**src/rtl/rxq_pkg.sv**
```systemverilog
package rxq_pkg;
  localparam int BYTE_W = 8;
  typedef logic [BYTE_W-1:0] byte_t;
endpackage

```
**src/rtl/rxq_store.sv**
```systemverilog
module rxq_store
  import rxq_pkg::*;
#(
  parameter int DEPTH = 64,
  parameter int LANES = 4,
  localparam int AW = $clog2(DEPTH),
  localparam int CW = $clog2(DEPTH + 1),
  localparam int NW = $clog2(LANES + 1)
) (
  input  logic                   clk,
  input  logic                   rst_n,
  input  logic                   clr,
  input  logic                   push,
  input  byte_t                  push_byte,
  input  logic [NW-1:0]          pop_n,
  output logic [LANES-1:0][BYTE_W-1:0] head,
  output logic [CW-1:0]          count
);
  byte_t         mem [DEPTH];
  logic [AW-1:0] wr_ptr, rd_ptr;

  always_ff @(posedge clk) begin
    if (push) mem[wr_ptr] <= push_byte;
  end

  always_ff @(posedge clk or negedge rst_n) begin
    if (!rst_n) begin
      wr_ptr <= '0;
      rd_ptr <= '0;
      count  <= '0;
    end else if (clr) begin
      wr_ptr <= '0;
      rd_ptr <= '0;
      count  <= '0;
    end else begin
      if (push) wr_ptr <= wr_ptr + AW'(1);
      rd_ptr <= rd_ptr + AW'(pop_n);
      count  <= count + CW'(push) - CW'(pop_n);
    end
  end

  for (genvar l = 0; l < LANES; l++) begin : g_head
    assign head[l] = mem[rd_ptr + AW'(l)];
  end

  AST_COUNT_LIMIT: assert property (@(posedge clk) disable iff (!rst_n)
    count <= CW'(DEPTH));
  AST_PUSH_ROOM: assert property (@(posedge clk) disable iff (!rst_n)
    push |-> (count < CW'(DEPTH)));
  AST_POP_AVAIL: assert property (@(posedge clk) disable iff (!rst_n)
    CW'(pop_n) <= count);
  AST_CLEAR_EMPTY: assert property (@(posedge clk) disable iff (!rst_n)
    clr |=> (count == '0));
endmodule

```
**src/rtl/rxq_pack.sv**
```systemverilog
module rxq_pack
  import rxq_pkg::*;
#(
  parameter int DEPTH = 64,
  parameter int LANES = 4,
  localparam int CW = $clog2(DEPTH + 1),
  localparam int NW = $clog2(LANES + 1)
) (
  input  logic                   clk,
  input  logic                   rst_n,
  input  logic [LANES-1:0][BYTE_W-1:0] head,
  input  logic [CW-1:0]          count,
  input  logic                   pop_req,
  output logic [LANES*BYTE_W-1:0] word,
  output logic [NW-1:0]          pop_n,
  output logic                   underrun_evt
);
  logic [NW-1:0] take;

  assign take = (count >= CW'(LANES)) ? NW'(LANES) : NW'(count);
  assign pop_n = pop_req ? take : '0;
  assign underrun_evt = pop_req && (count == '0);

  for (genvar l = 0; l < LANES; l++) begin : g_lane
    assign word[l*BYTE_W +: BYTE_W] = (CW'(l) < count) ? head[l] : '0;
  end

  AST_POP_TAKES: assert property (@(posedge clk) disable iff (!rst_n)
    (pop_req && count != '0) |-> (pop_n != '0));
  AST_EMPTY_POP_NONE: assert property (@(posedge clk) disable iff (!rst_n)
    underrun_evt |-> (pop_n == '0));
endmodule

```
**src/rtl/rxq_flags.sv**
```systemverilog
module rxq_flags #(
  parameter int DEPTH    = 64,
  parameter int THR_BASE = 16,
  parameter int NUM_THR  = 3,
  localparam int CW = $clog2(DEPTH + 1),
  localparam int SW = NUM_THR + CW + 2
) (
  input  logic          clk,
  input  logic          rst_n,
  input  logic          clr,
  input  logic          underrun_evt,
  input  logic [CW-1:0] count,
  output logic [SW-1:0] status,
  output logic          irq_ready,
  output logic          irq_underrun
);
  logic [NUM_THR-1:0] thr;
  logic               has_data, is_empty, und_q;

  assign has_data = (count != '0);
  assign is_empty = (count == '0);

  for (genvar k = 0; k < NUM_THR; k++) begin : g_thr
    assign thr[k] = (count >= CW'(THR_BASE << k));
    if (k > 0) begin : g_nest
      AST_THR_NESTED: assert property (@(posedge clk) disable iff (!rst_n)
        thr[k] |-> thr[k-1]);
    end
  end

  always_ff @(posedge clk or negedge rst_n) begin
    if (!rst_n)            und_q <= 1'b0;
    else if (clr)          und_q <= 1'b0;
    else if (underrun_evt) und_q <= 1'b1;
  end

  assign status       = {is_empty, count, thr, has_data};
  assign irq_ready    = has_data;
  assign irq_underrun = und_q;

  AST_READY_XOR_EMPTY: assert property (@(posedge clk) disable iff (!rst_n)
    $countones({status[0], status[SW-1]}) == 1);
  AST_UNDERRUN_HOLD: assert property (@(posedge clk) disable iff (!rst_n)
    (und_q && !clr) |=> und_q);
  AST_UNDERRUN_SET: assert property (@(posedge clk) disable iff (!rst_n)
    (underrun_evt && !clr) |=> und_q);
  AST_CLEAR_DROPS: assert property (@(posedge clk) disable iff (!rst_n)
    clr |=> !und_q);
endmodule

```
**src/rtl/rxq_word_fifo.sv**
```systemverilog
module rxq_word_fifo
  import rxq_pkg::*;
#(
  parameter int DEPTH    = 64,
  parameter int LANES    = 4,
  parameter int THR_BASE = 16,
  parameter int NUM_THR  = 3,
  localparam int CW = $clog2(DEPTH + 1),
  localparam int NW = $clog2(LANES + 1),
  localparam int WW = LANES * BYTE_W,
  localparam int SW = NUM_THR + CW + 2
) (
  input  logic          clk,
  input  logic          rst_n,
  input  logic          in_valid,
  output logic          in_ready,
  input  logic [7:0]    in_byte,
  input  logic          rd_pop,
  output logic [WW-1:0] rd_word,
  input  logic          sw_clear,
  output logic [SW-1:0] status,
  output logic          irq_ready,
  output logic          irq_underrun
);
  logic [LANES-1:0][BYTE_W-1:0] head_bytes;
  logic [CW-1:0] fifo_cnt;
  logic [NW-1:0] pop_n;
  logic          push_en, pop_req, underrun_evt;

  assign in_ready = !sw_clear && (fifo_cnt < CW'(DEPTH));
  assign push_en  = in_valid && in_ready;
  assign pop_req  = rd_pop && !sw_clear;

  rxq_store #(.DEPTH(DEPTH), .LANES(LANES)) i_store (
    .clk(clk), .rst_n(rst_n), .clr(sw_clear), .push(push_en),
    .push_byte(in_byte), .pop_n(pop_n), .head(head_bytes), .count(fifo_cnt)
  );

  rxq_pack #(.DEPTH(DEPTH), .LANES(LANES)) i_pack (
    .clk(clk), .rst_n(rst_n), .head(head_bytes), .count(fifo_cnt),
    .pop_req(pop_req), .word(rd_word), .pop_n(pop_n),
    .underrun_evt(underrun_evt)
  );

  rxq_flags #(.DEPTH(DEPTH), .THR_BASE(THR_BASE), .NUM_THR(NUM_THR)) i_flags (
    .clk(clk), .rst_n(rst_n), .clr(sw_clear), .underrun_evt(underrun_evt),
    .count(fifo_cnt), .status(status), .irq_ready(irq_ready),
    .irq_underrun(irq_underrun)
  );

  AST_FULL_BLOCKS: assert property (@(posedge clk) disable iff (!rst_n)
    (fifo_cnt == CW'(DEPTH)) |-> !in_ready);
  AST_SINGLE_LANE: assert property (@(posedge clk) disable iff (!rst_n)
    (fifo_cnt == CW'(1)) |-> (rd_word[WW-1:BYTE_W] == '0));
  AST_IRQ_MATCH: assert property (@(posedge clk) disable iff (!rst_n)
    irq_ready == status[0]);
endmodule

```
**config.mk**
```make
export PLATFORM = sky130hd
export DESIGN_NAME = rxq_word_fifo
export DESIGN_NICKNAME = d
export VERILOG_FILES = /design/src/rtl/rxq_pkg.sv /design/src/rtl/rxq_store.sv /design/src/rtl/rxq_pack.sv /design/src/rtl/rxq_flags.sv /design/src/rtl/rxq_word_fifo.sv
export SDC_FILE = /design/constraint.sdc
export NUM_CORES = 1
export LEC_CHECK = 0
export BUFFER_PORTS_ARGS = -buffer_cell sky130_fd_sc_hd__buf_2
export CAP_MARGIN = 20
export CORE_AREA = 3 3 249 251
export CTS_CLUSTER_DIAMETER = 60
export DETAILED_ROUTE_END_ITERATION = 8
export DIE_AREA = 0 0 252 254
export PLACE_DENSITY = 0.73
export SYNTH_ARGS = -nofsm -noshare
export SYNTH_HDL_FRONTEND = slang
export SYNTH_SLANG_ARGS = --single-unit
```
**constraint.sdc**
```tcl
create_clock -name clk -period 3.3 [get_ports clk]
set_input_delay 0.165 -clock clk [delete_from_list [all_inputs] [get_ports clk]]
set_output_delay 0.165 -clock clk [all_outputs]
set_load 0.005 [all_outputs]
```
Word-level counts from Yosys, hierarchy flattened
Memory sizes are Yosys's and may differ from the RTL's.
Cells that the tools add are included.
{ "totals": {"regBits": 20, "ramBits": 512, "input_bits": 13, "out_inout_bits": 47, "wordCells": 44, "mem_count": 1} }
{ "memory_table": {"columns": ["name", "depth", "width", "read_ports", "rd_ports_with_merged_regs", "wr", "line_no", "source"], "rows": [
  ["i_store.mem", 64, 8, 4, 0, 1, "rxq_store.sv:19", "byte_t mem [DEPTH];"]
]} }
{ "classes": {"add_sub_neg": 7, "n_lt_le_gt_ge": 9, "mux": 14, "reduce_logical": 9} }
{ "op_table": {"columns": ["op", "n"], "rows": [
  ["8-bit 2-to-1 mux", 4],
  ["6-bit 2-to-1 mux", 3],
  ["1-bit by 7-bit less-than comparator with 1-bit output, first input constant", 2],
  ["2-bit by 7-bit less-than comparator with 1-bit output, first input constant", 2],
  ["6-bit by 1-bit adder with 6-bit output, second input constant", 2],
  ["6-bit by 2-bit adder with 6-bit output, second input constant", 2],
  ["7-bit by 1-bit adder with 7-bit output", 1],
  ["7-bit by 3-bit greater-or-equal comparator with 1-bit output, second input constant", 1],
  ["7-bit by 5-bit greater-or-equal comparator with 1-bit output, second input constant", 1],
  ["7-bit by 6-bit greater-or-equal comparator with 1-bit output, second input constant", 1],
  ["7-bit greater-or-equal comparator, second input constant", 1],
  ["7-bit logical NOT", 1],
  ["7-bit less-than comparator, second input constant", 1],
  ["7-bit 2-to-1 mux", 1],
  ["7-bit nonzero test", 1],
  ["7-bit by 3-bit subtractor with 7-bit output", 1],
  ["6-bit by 3-bit adder with 6-bit output", 1],
  ["3-bit 2-to-1 mux", 2],
  ["1-bit logical AND", 4],
  ["1-bit 2-to-1 mux", 4],
  ["2-bit nonzero test", 2],
  ["1-bit logical NOT", 1]
]} }

Longest topological paths before layout
{ "logic_depth": {"depth_word": 6, "ltp_mapped": 16, "mapped_depth_nobuf": 16} }

Modules after synthesis
From an unflattened synthesis, not the netlist that was laid out.
{ "unflattened": {"cells_unflattened": 2178, "area_unflattened_um2": 34267.9} }
{ "modules_own_cells": {"columns": ["mod", "n_inst", "cells_each", "area_per_inst_um2"], "rows": [
  ["rxq_store", 1, 2110, 33742.4],
  ["rxq_pack", 1, 46, 361.6],
  ["rxq_flags", 1, 19, 141.4],
  ["rxq_word_fifo", 1, 3, 22.5]
]} }

Least setup slack after synthesis
No wires, ideal clock.
{ "synth_path": {"path_type": "reg2out", "startpoint": "reg i_store.rd_ptr[0]", "endpoint": "out rd_word[15]", "arrival_time_ns": 3.417, "path_slack_ns": -0.282, "path_stages_with_launch": 14, "path_buffers": 7, "path_cell_list": "dfrtp_1 > buf_6 > buf_6 > inv_2 > buf_2 > clkbuf_1 > ha_1 > buf_2 > buf_2 > buf_2 > mux4_2 > mux4_2 > o2111ai_1 > nand2_1"} }
{ "synth_via": {"elab_chain_len": 3} }
{ "synth_lines": {"columns": ["item", "line_no", "source"], "rows": [
  ["from (decl)", "rxq_store.sv:20", "logic [AW-1:0] wr_ptr, rd_ptr;"],
  ["from (signal assigned)", "rxq_store.sv:37", "rd_ptr <= rd_ptr + AW'(pop_n);"],
  ["6-bit by 1-bit adder with 6-bit output", "rxq_store.sv:43", "assign head[l] = mem[rd_ptr + AW'(l)];"],
  ["memory read 64 x 8 bit", null, null],
  ["8-bit 2-to-1 mux", "rxq_pack.sv:25", "assign word[l*BYTE_W +: BYTE_W] = (CW'(l) < count) ? head[l] : '0;"],
  ["to (decl)", "rxq_word_fifo.sv:19", "output logic [WW-1:0] rd_word,"]
]} }
Every way passes these cells.

Worst setup path after layout
{ "layout_path": {"startpoint": "reg i_store.rd_ptr[0]", "endpoint": "out rd_word[28]"} }
{ "layout_via": {"elab_chain_len": 3} }
{ "layout_lines": {"columns": ["item", "line_no"], "rows": [
  ["6-bit by 2-bit adder with 6-bit output", "rxq_store.sv:43"],
  ["memory read 64 x 8 bit", null],
  ["8-bit 2-to-1 mux", "rxq_pack.sv:25"]
]} }
Every way passes these cells.

==> metrics <==
outcome=finished, violations left; failing checks=negative setup slack; Routability Congestion=1.04; Die ar.=64000 sq um; crit-path cells=clkinv_4, ha_4, inv_4, buf_12, buf_16, mux4_2, nand3_1, nand4_1, a2bb2oi_2, nand3_2, buf_2; worst rel slew slack=28.2%; Synth top area share=44.2%; final count of pins violating max slew=0; worst-margin pin slew=1.08 ns; LEAKAGE=14.5 nW; Worst EP arrival=3.63 ns; R2R depth=16; RSZ-0062 raised after global routing=true; Post-synth EDFFs=512; Placement Rows=90; Worst Skew=0.0399 ns; slowest cell delay on critical path=0.61 ns; Via density=8.10; Placed Area=37400 sq um; pwr dens=492 nW/um^2; Initial Util=57.8%; count of final hold-check violations=0; via count=27900; layout cells sized above 1=47.8%; Die Width=252 microns; starting DRC count in detailed routing=5188; Overall Global Routing Usage=45.3%; Post-Syn Instances=2290; leading post-synthesis cells by cell area=edfxtp_1 (44%), mux4_2 (34%), nand2_1 (3.3%), mux2i_1 (1.9%), dfrtp_1 (1.4%); CTS HTree Levels=2; crit-path leading delay family=buffers and inverters; post-route setup slack=-0.491 ns; final cycle utilization of the critical path=115%; Area growth syn-to-layout=24.3%; Slowest cell on crit path=mux4_2; worst path required time=3.13 ns; fmax=264 MHz; final setup fails=32; vias in the first global route=26300; clock sink total=532; clock root buffer=clkbuf_16; Inserted Clock Buffers=58; CTS tree=yes; Chip Height=254 microns; largest area contributor in the synthesized netlist=edfxtp_1; startpoint types=register; core area=60100 sq um; r2r setup slk=0.21 ns; syn nets=2325; R2R Path End=i_store.count[6]; syn_area_per_cell=15.2 sq um; #FFs+latches synth=532; Tmin final=3.79 ns; DRT Pass-1 Iters=6; Nets=2651; largest net degree at the start of global routing=67; initial antenna violation count=5; Detail Route Antenna Nets=0; worst setup path category=reg2out; Bufs on Longest Clock Path=3; Remaining Overflow, GRT=0; CP bufs+invs=5; clock latency on the worst-skew pair=0.66 ns; CTS clock-pin slew for the worst setup and hold paths=0.07 ns; hold crit path type=in2async; synth warn=0; global-route wire length before repair=201 mm; DR WL/cell=42.8 microns; post-synth cell types=70; ANT cells=0; Ports=60; FFs w/ async S/R, synth=3.76%; total routed wirelength=147 mm; CP Max Fanout=8; max-cap violations=0; Seq/Total Area, Yosys=45.7%; cell area after layout=43200 sq um; R2R Path Start=i_store.count[5]; drc violations=0; top_reg_cell synth=edfxtp_1; HPWL Detailed=95.8 mm; Mapped Area=34800 sq um; crit path capture type=output port; Worst IR Drop VDD=0.475 mV; Pwr Total=0.0212 W; pre-CTS setup slack=-0.274 ns; port bufs=59
[how the worst max path moves through the flow]
stage,from,end,slack [ns],depth (start not counted)
after floorplan,i_store.rd_ptr[0],rd_word[24],0.02,15
after detailed placement,i_store.rd_ptr[0],rd_word[23],-0.27,10
final,i_store.rd_ptr[0],rd_word[28],-0.49,11
after global placement,i_store.rd_ptr[0],rd_word[23],-0.26,10
after CTS,i_store.rd_ptr[0],rd_word[13],-0.39,10
after global routing,i_store.rd_ptr[0],rd_word[13],-0.49,10
[per-stage QoR]
step                      TNS [ns]  std cells  util, %  hold WS (ns)
final                       -11.28       3446     71.9        0.0521
after global routing        -11.57       3446     71.9        0.0656
after CTS                    -9.13       3401     70.0        0.0260
after detailed placement    -0.312       3188     62.2         0.176
after global placement      -0.307       3188     62.2         0.176
after floorplan                  0       2290        -        -0.131
[flip-flops by register name (all words and copies together) (netlist names)]
signal	count
i_store.mem	512
i_store.count	7
i_store.rd_ptr	6
i_store.wr_ptr	6
i_flags.irq_underrun	1
[metal layers]
metal	track usage [%]	share of wire [%]	up-vias	wire (microns)
li1	-	-	10300	-
met1	60.7	32	14100	47800
met2	64.7	43	2916	63200
met3	17.4	17	556	25400
met4	24.4	7.4	6	11000
met5	0	0.026	-	38
[area by class of cell]
type                    instances  area (sq um)
clock buffers                  65          1490
inverters                      20          86.3
fillers                      3722         16900
well taps                     782           978
multi-input cells            1529         18800
repair buffers                475          5440
clock inverters                43           547
flip-flops and latches        532         15900
[cells in the mapped netlist, types with 13 or more instances]
| cell type | n |
|---|---|
| dfrtp_1 | 20 |
| a211oi_1 | 18 |
| buf_1 | 28 |
| o21ai_1 | 18 |
| a22oi_1 | 28 |
| inv_1 | 15 |
| mux4_2 | 520 |
| buf_2 | 76 |
| buf_4 | 21 |
| and3_1 | 13 |
| a31oi_1 | 14 |
| ha_1 | 20 |
| xnor2_1 | 13 |
| nand3_1 | 77 |
| o22ai_1 | 23 |
| mux2i_1 | 65 |
| nor2_1 | 103 |
| nand2_1 | 301 |
| mux2_2 | 19 |
| a221oi_1 | 23 |
| edfxtp_1 | 512 |
| nand4_1 | 28 |
| clkbuf_1 | 73 |
| nor2b_1 | 32 |
| a21oi_1 | 51 |
[kinds of logic (layout without fill, tap and decap cells)]
group | count (synthesis) | count (layout) | synth area share [%]
muxes | 604 | 604 | 36.2
DFF | 532 | 532 | 45.7
adders and majority gates | 22 | 22 | 0.835
buffers and inverters | 229 | 603 | 3.29
AOI/OAI and AO/OA | 260 | 260 | 5.30
xor gates and xnor gates | 25 | 25 | 0.727
and+or+nand+nor | 618 | 618 | 8.00
[placed cells by master, fill, tap and decap left out, drive strengths merged, types with 14 or more instances in the layout]
master | Yosys | routed
mux4 | 520 | 520
edfxtp | 512 | 512
buf | 136 | 441
nand2 | 301 | 301
nor2 | 103 | 103
clkbuf | 73 | 80
nand3 | 77 | 77
mux2i | 65 | 65
a21oi | 51 | 51
nor2b | 32 | 32
nand4 | 28 | 28
a22oi | 28 | 28
o21ai | 28 | 28
inv | 17 | 26
clkinv | 3 | 24
a221oi | 23 | 23
o22ai | 23 | 23
ha | 20 | 20
dfrtp | 20 | 20
mux2 | 19 | 19
a211oi | 18 | 18
xnor2 | 15 | 15
bufbuf | 0 | 14
a31oi | 14 | 14
[power by group]
| part | switching [W] | leakage (nW) | internal [W] |
|---|---|---|---|
| clock network | 0.00299 | 0.986 | 0.00402 |
| logic | 0.00368 | 8.60 | 0.00299 |
| registers | 0.0000933 | 4.86 | 0.00747 |
| total | 0.00677 | 14.5 | 0.0145 |
[timing repair]
action	CTS	global route
setup endpoints to repair	32	33
gates cloned	27	15
buffers inserted	74	32
hold endpoints to repair	36	16
hold buffers	4	1
resized for setup	196	112
pin swaps	34	52
[worst register-to-register path: cells and delay by family (launching register included)]
family	cells	cell delay, ns
fa+ha+maj	4	1.05
simple gates	5	0.75
compound gates	4	0.51
flops	1	0.39
buf+inv	3	0.25
No activity file was read; power rests on OpenSTA's default activity.
